===== src/rtl/dslope_pkg.sv =====
package dslope_pkg;

  typedef enum logic [2:0] {
    PH_AZ   = 3'd0,
    PH_GAP3 = 3'd1,
    PH_INT  = 3'd2,
    PH_GAP1 = 3'd3,
    PH_DE   = 3'd4,
    PH_GAP2 = 3'd5
  } phase_t;

  // binary value -> packed BCD, nd digits (nd <= 8)
  function automatic logic [31:0] to_bcd(input int unsigned v, input int nd);
    logic [31:0] r;
    int unsigned x;
    r = '0;
    x = v;
    for (int i = 0; i < 8; i++) begin
      if (i < nd) begin
        r[4*i +: 4] = 4'(x % 10);
        x = x / 10;
      end
    end
    return r;
  endfunction

  // packed BCD -> binary value, nd digits (nd <= 8)
  function automatic int unsigned bcd_value(input logic [31:0] b, input int nd);
    int unsigned r;
    r = 0;
    for (int i = 7; i >= 0; i--) begin
      if (i < nd) r = r * 10 + int'(b[4*i +: 4]);
    end
    return r;
  endfunction

endpackage


===== src/rtl/dslope_presc.sv =====
module dslope_presc #(
  parameter int unsigned DIV = 4
) (
  input  logic clk_i,
  input  logic rst_ni,
  output logic tick_o
);
  localparam int unsigned W = (DIV > 1) ? $clog2(DIV) : 1;
  localparam logic [W-1:0] LAST = W'(DIV - 1);

  logic [W-1:0] cnt_q;

  always_ff @(posedge clk_i or negedge rst_ni) begin
    if (!rst_ni)            cnt_q <= '0;
    else if (cnt_q == LAST) cnt_q <= '0;
    else                    cnt_q <= cnt_q + 1'b1;
  end

  assign tick_o = (cnt_q == LAST);

  generate
    if (DIV > 1) begin : g_spacing
      AST_TICK_SPACING: assert property (@(posedge clk_i) disable iff (!rst_ni)
        tick_o |=> !tick_o) else $error("tick spacing");
    end
  endgenerate

endmodule


===== src/rtl/dslope_sync.sv =====
module dslope_sync #(
  parameter int unsigned STAGES = 2
) (
  input  logic clk_i,
  input  logic rst_ni,
  input  logic d_i,
  output logic q_o
);
  logic [STAGES-1:0] sh_q;

  generate
    for (genvar i = 0; i < STAGES; i++) begin : g_stage
      if (i == 0) begin : g_first
        always_ff @(posedge clk_i or negedge rst_ni) begin
          if (!rst_ni) sh_q[0] <= 1'b0;
          else         sh_q[0] <= d_i;
        end
      end else begin : g_next
        always_ff @(posedge clk_i or negedge rst_ni) begin
          if (!rst_ni) sh_q[i] <= 1'b0;
          else         sh_q[i] <= sh_q[i-1];
        end
      end
    end
  endgenerate

  assign q_o = sh_q[STAGES-1];

endmodule


===== src/rtl/dslope_bcd_cnt.sv =====
module dslope_bcd_cnt #(
  parameter int unsigned DIGITS = 4
) (
  input  logic                  clk_i,
  input  logic                  rst_ni,
  input  logic                  clr_i,
  input  logic                  inc_i,
  output logic [4*DIGITS-1:0]   cnt_o
);
  logic [DIGITS:0] carry;
  assign carry[0] = inc_i;

  generate
    for (genvar i = 0; i < DIGITS; i++) begin : g_dec
      logic [3:0] dig_q;
      assign carry[i+1] = carry[i] && (dig_q == 4'd9);
      always_ff @(posedge clk_i or negedge rst_ni) begin
        if (!rst_ni)       dig_q <= 4'd0;
        else if (clr_i)    dig_q <= 4'd0;
        else if (carry[i]) dig_q <= (dig_q == 4'd9) ? 4'd0 : dig_q + 4'd1;
      end
      assign cnt_o[4*i +: 4] = dig_q;

      AST_DIGIT_DECIMAL: assert property (@(posedge clk_i) disable iff (!rst_ni)
        dig_q <= 4'd9) else $error("digit out of range");
    end
  endgenerate

endmodule


===== src/rtl/dslope_seq.sv =====
module dslope_seq
  import dslope_pkg::*;
#(
  parameter int unsigned PRESCALE     = 4,
  parameter int unsigned SIG_COUNTS   = 1000,
  parameter int unsigned DEINT_MAX    = 2000,
  parameter int unsigned CYCLE_COUNTS = 4000,
  parameter int unsigned DIGITS       = 4,
  parameter int unsigned SYNC_STAGES  = 2
) (
  input  logic                clk_osc_i,
  input  logic                rst_ni,
  input  logic                cmp_i,
  output logic                sw_az_o,
  output logic                sw_int_o,
  output logic                sw_depos_o,
  output logic                sw_deneg_o,
  output logic [4*DIGITS-1:0] digits_o,
  output logic                neg_o,
  output logic                ovr_o
);
  localparam int unsigned CYC_W = $clog2(CYCLE_COUNTS);
  localparam int unsigned DW    = 4 * DIGITS;
  localparam logic [CYC_W-1:0] INT_LAST = CYC_W'(SIG_COUNTS - 1);
  localparam logic [CYC_W-1:0] AZ_LAST  = CYC_W'(CYCLE_COUNTS - 2);
  localparam logic [CYC_W-1:0] CYC_END  = CYC_W'(CYCLE_COUNTS - 1);
  localparam logic [31:0]      DE_LAST_W = to_bcd(DEINT_MAX - 1, DIGITS);
  localparam logic [DW-1:0]    DE_LAST   = DE_LAST_W[DW-1:0];

  // ---------------- timebase and synchronizer
  logic tick;
  logic cmp_s;

  dslope_presc #(.DIV(PRESCALE)) presc_i (
    .clk_i (clk_osc_i), .rst_ni (rst_ni), .tick_o (tick)
  );

  dslope_sync #(.STAGES(SYNC_STAGES)) sync_i (
    .clk_i (clk_osc_i), .rst_ni (rst_ni), .d_i (cmp_i), .q_o (cmp_s)
  );

  // ---------------- cycle position counter
  logic [CYC_W-1:0] cyc_q;

  always_ff @(posedge clk_osc_i or negedge rst_ni) begin
    if (!rst_ni)              cyc_q <= '0;
    else if (tick) cyc_q <= (cyc_q == CYC_END) ? '0 : cyc_q + 1'b1;
  end

  // ---------------- phase state
  phase_t st_q, st_d;
  logic   pol_q;     // comparator level sampled at end of integrate
  logic [DW-1:0] cnt;

  // named internal events
  logic int_done, de_cross, de_full, de_done, az_done;
  assign int_done = tick && (st_q == PH_INT) && (cyc_q == INT_LAST);
  assign de_cross = tick && (st_q == PH_DE) && (cmp_s != pol_q);
  assign de_full  = tick && (st_q == PH_DE) && !de_cross && (cnt == DE_LAST);
  assign de_done  = de_cross || de_full;
  assign az_done  = tick && (st_q == PH_AZ) && (cyc_q == AZ_LAST);

  always_comb begin
    st_d = st_q;
    unique case (st_q)
      PH_AZ:   if (az_done)  st_d = PH_GAP3;
      PH_GAP3: if (tick)     st_d = PH_INT;
      PH_INT:  if (int_done) st_d = PH_GAP1;
      PH_GAP1: if (tick)     st_d = PH_DE;
      PH_DE:   if (de_done)  st_d = PH_GAP2;
      PH_GAP2: if (tick)     st_d = PH_AZ;
      default:               st_d = PH_AZ;
    endcase
  end

  always_ff @(posedge clk_osc_i or negedge rst_ni) begin
    if (!rst_ni) st_q <= PH_AZ;
    else         st_q <= st_d;
  end

  always_ff @(posedge clk_osc_i or negedge rst_ni) begin
    if (!rst_ni)       pol_q <= 1'b0;
    else if (int_done) pol_q <= cmp_s;
  end

  // ---------------- de-integrate decade counter
  logic cnt_clr, cnt_inc;
  assign cnt_clr = (st_q == PH_GAP1);
  assign cnt_inc = tick && (st_q == PH_DE) && !de_done;

  dslope_bcd_cnt #(.DIGITS(DIGITS)) cnt_i (
    .clk_i (clk_osc_i), .rst_ni (rst_ni),
    .clr_i (cnt_clr), .inc_i (cnt_inc), .cnt_o (cnt)
  );

  // ---------------- output latch, one-cycle transfer
  always_ff @(posedge clk_osc_i or negedge rst_ni) begin
    if (!rst_ni) begin
      digits_o <= '0;
      neg_o    <= 1'b0;
      ovr_o    <= 1'b0;
    end else if (de_done) begin
      digits_o <= de_cross ? cnt : '0;
      neg_o    <= !pol_q;
      ovr_o    <= de_full;
    end
  end

  // ---------------- switch decode
  assign sw_az_o    = (st_q == PH_AZ);
  assign sw_int_o   = (st_q == PH_INT);
  assign sw_depos_o = (st_q == PH_DE) && !pol_q;
  assign sw_deneg_o = (st_q == PH_DE) &&  pol_q;

  // ---------------- assertions
  AST_INT_BOUND: assert property (@(posedge clk_osc_i) disable iff (!rst_ni)
    sw_int_o |-> (cyc_q <= INT_LAST)) else $error("integrate overrun");

  AST_INT_START: assert property (@(posedge clk_osc_i) disable iff (!rst_ni)
    $rose(sw_int_o) |-> (cyc_q == '0)) else $error("cycle misaligned");

  AST_DE_BOUND: assert property (@(posedge clk_osc_i) disable iff (!rst_ni)
    (st_q == PH_DE) |-> (bcd_value(32'(cnt), DIGITS) < DEINT_MAX)) else $error("de overrun");

  AST_OVR_ZERO: assert property (@(posedge clk_osc_i) disable iff (!rst_ni)
    ovr_o |-> (digits_o == '0)) else $error("overrange digits");

  AST_LATCH_HOLD: assert property (@(posedge clk_osc_i) disable iff (!rst_ni)
    !de_done |=> ($stable(digits_o) && $stable(neg_o) && $stable(ovr_o))) else $error("latch moved");

  AST_BREAK_DE: assert property (@(posedge clk_osc_i) disable iff (!rst_ni)
    $rose(sw_depos_o || sw_deneg_o) |-> $past(!sw_int_o && !sw_az_o)) else $error("no break before de");

  AST_BREAK_INT: assert property (@(posedge clk_osc_i) disable iff (!rst_ni)
    $rose(sw_int_o) |-> $past(!sw_az_o)) else $error("no break before int");

  AST_ONE_GROUP: assert property (@(posedge clk_osc_i) disable iff (!rst_ni)
    $onehot0({sw_az_o, sw_int_o, sw_depos_o, sw_deneg_o})) else $error("switch overlap");

endmodule


===== config.mk =====
export PLATFORM = sky130hd
export DESIGN_NAME = dslope_seq
export DESIGN_NICKNAME = d
export VERILOG_FILES = /design/src/rtl/dslope_pkg.sv /design/src/rtl/dslope_presc.sv /design/src/rtl/dslope_sync.sv /design/src/rtl/dslope_bcd_cnt.sv /design/src/rtl/dslope_seq.sv
export SDC_FILE = /design/constraint.sdc
export NUM_CORES = 1
export LEC_CHECK = 0
export ABC_AREA = 1
export BUFFER_PORTS_ARGS = -buffer_cell sky130_fd_sc_hd__buf_2
export CAP_MARGIN = 10
export CORE_MARGIN = 2
export CORE_UTILIZATION = 50
export DETAILED_ROUTE_END_ITERATION = 10
export MAX_ROUTING_LAYER = met4
export PLACE_DENSITY = 0.73
export SETUP_SLACK_MARGIN = 0.4
export SLEW_MARGIN = 15
export SYNTH_ARGS = -nofsm -noshare
export SYNTH_HDL_FRONTEND = slang
export SYNTH_SLANG_ARGS = --single-unit

===== constraint.sdc =====
create_clock -name clk_osc_i -period 3.8 [get_ports clk_osc_i]
set_clock_uncertainty 0.2 [all_clocks]
set_input_delay 0.76 -clock clk_osc_i [delete_from_list [all_inputs] [get_ports clk_osc_i]]
set_output_delay 0.76 -clock clk_osc_i [all_outputs]
set_load 0.02 [all_outputs]

==> results.toml <==
[finish]
finalNetCount = 385
final_area_um2 = 3120
fill_cells = 512
areaGrowthSynthToFinish_pct = 8.92
diodes = 0
seq_area_um2 = 1350
final_common_cell = "nand2_1"
drive_gt1_share_pct = 14.7
multi_input_area_um2 = 1260
final_cell_mix = "nand2_1, dfrtp_1, inv_1"
finalCoreUtilization_pct = 56.6

[worst_setup_path]
r2r_cells = 9
reg2reg_to = "cnt_i.g_dec[0].dig_q[3]"
regToRegSetupSlack_ps = 1530
end_kind = "output port"
cp_max_fo = 6
cp-startpoint = "st_q[1]"
worst_ep_arrival_time_ps = 1380
rr_startpoint = "cnt_i.g_dec[0].dig_q[1]"
critPathKind = "reg2out"
cp_data_required_time_ps = 2840
startpoint_type = "flop"

[power_and_ir_drop]
p_sw_share_pct = 21.9
cellPowerDensity_nw_per_um2 = 299
sequentialPowerShare_pct = 61.9
p_clk_share_pct = 36.7
p_switching_uw = 203
p_int_uw = 727
power_frac_comb_pct = 1.4
vdd_drop_max_v = 0.000153
p_leak_uw = 0.00165

[floorplanning]
core_um2 = 5510
start_util_pct = 52.0
dieWidth_um = 79.7
fp.dieH_um = 79.7
io-pin-count = 25
fp.dieArea_um2 = 6340
row_count = 27

[cts]
clk_latency_ps = 310
cts_buffers = 5
ctsHoldBuffers = 0
post-cts-setup-buffers = 0
cts_tree = "built"
cts_buffer_depth = 2
cts_sinks = 54
clk_pin_slew_ps = 100
htreeDepth = 2
cts_root_buf = "clkbuf_8"
cts_resized = 0

[global_route]
grt_pass1_wl_um = 9210
grt_overflow = 0
grt_max_degree = 38
grt_use_total_pct = 18.8
grt_pass1_vias = 2148
antenna_found_initial = 0

[run_status]
status = "finished clean"

[timing]
holdWs_ps = 166
finalHoldViolCount = 0
fin_crit_sh_pct = 61.5
relSlewSlack_pct = 65.5
max_freq_ghz = 0.428
slew_violations = 0
rsz0062_at_grt = "no"
layout_min_cycle_time_ps = 2340
setup_viol = 0
fin_setup_tns_ps = 0
worst_slew_pin_slew_ps = 513

[logic_synthesis]
netlist_area_um2 = 2860
synth_cells = 349
syn_nets = 361
synth.distinct_cells = 29
yosysSeqAreaShare_pct = 47.2
syn_area_per_cell_um2 = 8.20
ys_seq_elements = 54
yosysWarnings = 0

[drt]
drc = 0
ant_nets = 0
via_count = 2248
drt-initial-drc-count = 106
wire_per_inst_um = 11.5
avgViaCountPerCell = 5.04
drtPass1Iterations = 4
wl_um = 5120

[flow_run]
drv_cap = 0

[place]
place_congestion = 0.882
hpwl_um = 3810
dpl_cell_area_um2 = 3020
port_buffers = 24

[worst_hold_path]
hp-class = "in2async"
[critical path, stage by stage, from the launching register on]
cell,delay [ps]
dfrtp_1,460
nor2_2,190
nand2_1,120
nor2_1,120
buf_2,170
[layer usage]
layer	part of all wire (%)	global-route usage (%)	up-vias
met4	1.1	5.69	0
li1	-	-	1160
met1	47	22.9	1052
met5	0	-	-
met3	3.3	3.96	5
met2	48	31.6	31
[registers in the layout, indices dropped and copies added (netlist names), 2 cells and up]
register           cells
cnt_i.g_dec.dig_q     16
cyc_q                 12
digits_o              16
presc_i.cnt_q          2
st_q                   3
[area by class of cell]
type                            instances  area share (%)
Multi-Input combinational cell        238            40.6
Sequential cell                        54            43.4
Tap cell                               72            2.89
Inverter                               49            5.90
Timing Repair Buffer                   25            4.09
Clock inverter                          2           0.522
Clock buffer                            6            2.65
[cells in the mapped netlist]
| cell | number | share of area, % |
|---|---|---|
| nand2_2 | 4 | 0.87 |
| or2_2 | 1 | 0.22 |
| buf_2 | 4 | 0.70 |
| a31oi_1 | 1 | 0.22 |
| nor2_1 | 39 | 5.1 |
| nor4_1 | 1 | 0.22 |
| nand4_1 | 7 | 1.5 |
| inv_1 | 47 | 6.2 |
| nor3_2 | 2 | 0.70 |
| o21ai_1 | 8 | 1.4 |
| buf_6 | 3 | 1.2 |
| ha_1 | 9 | 3.9 |
| xor2_1 | 9 | 2.8 |
| nand4_4 | 1 | 0.74 |
| nand2_1 | 73 | 9.6 |
| nand3b_1 | 1 | 0.26 |
| nand2_4 | 2 | 0.79 |
| nand3b_4 | 1 | 0.70 |
| nand3_2 | 4 | 1.4 |
| a21oi_2 | 1 | 0.31 |
| nor3_1 | 7 | 1.2 |
| buf_4 | 1 | 0.26 |
| a21oi_1 | 6 | 1.0 |
| dfrtp_1 | 54 | 47 |
| o21ai_0 | 22 | 3.8 |
| nor2_4 | 2 | 0.79 |
| nor2_2 | 2 | 0.44 |
| inv_2 | 2 | 0.26 |
| nand3_1 | 35 | 6.1 |
[kinds of logic after synthesis]
family	Yosys count	synth area share, %
AOI/OAI and AO/OA	38	6.82
and+or+nand+nor	182	30.7
adders and majority gates	9	3.94
DFF	54	47.2
buffers and inverters	57	8.57
xor gates and xnor gates	9	2.75
[power by group through the flow]
stage	sequential [uW]	clock, uW	combinational (uW)
after detailed placement	587	0	14.5
after global placement	587	0	14.3
final	576	342	13.3
after global routing	576	377	16.3
after CTS	576	358	14.5
after floorplan	587	0	1.01
[per-stage QoR]
stage / cells / setup slack [ps] / total power (uW)
floorplan: 349 / 1860 / 588
global placement: 438 / 1660 / 602
detailed placement: 438 / 1540 / 602
CTS: 446 / 1440 / 948
global route: 446 / 1320 / 970
finish: 446 / 1460 / 931
[worst max-delay path by stage]
stage	to	slack, ps	cells after the start
2_1_floorplan	sw_deneg_o	1860	3
3_3_place_gp	cnt_i.g_dec[0].dig_q[3]	1660	8
3_5_place_dp	cnt_i.g_dec[0].dig_q[1]	1540	8
4_1_cts	sw_depos_o	1440	4
5_1_grt	cnt_i.g_dec[0].dig_q[0]	1320	9
6_report	sw_deneg_o	1460	4
Power figures use the tool's default switching activity.
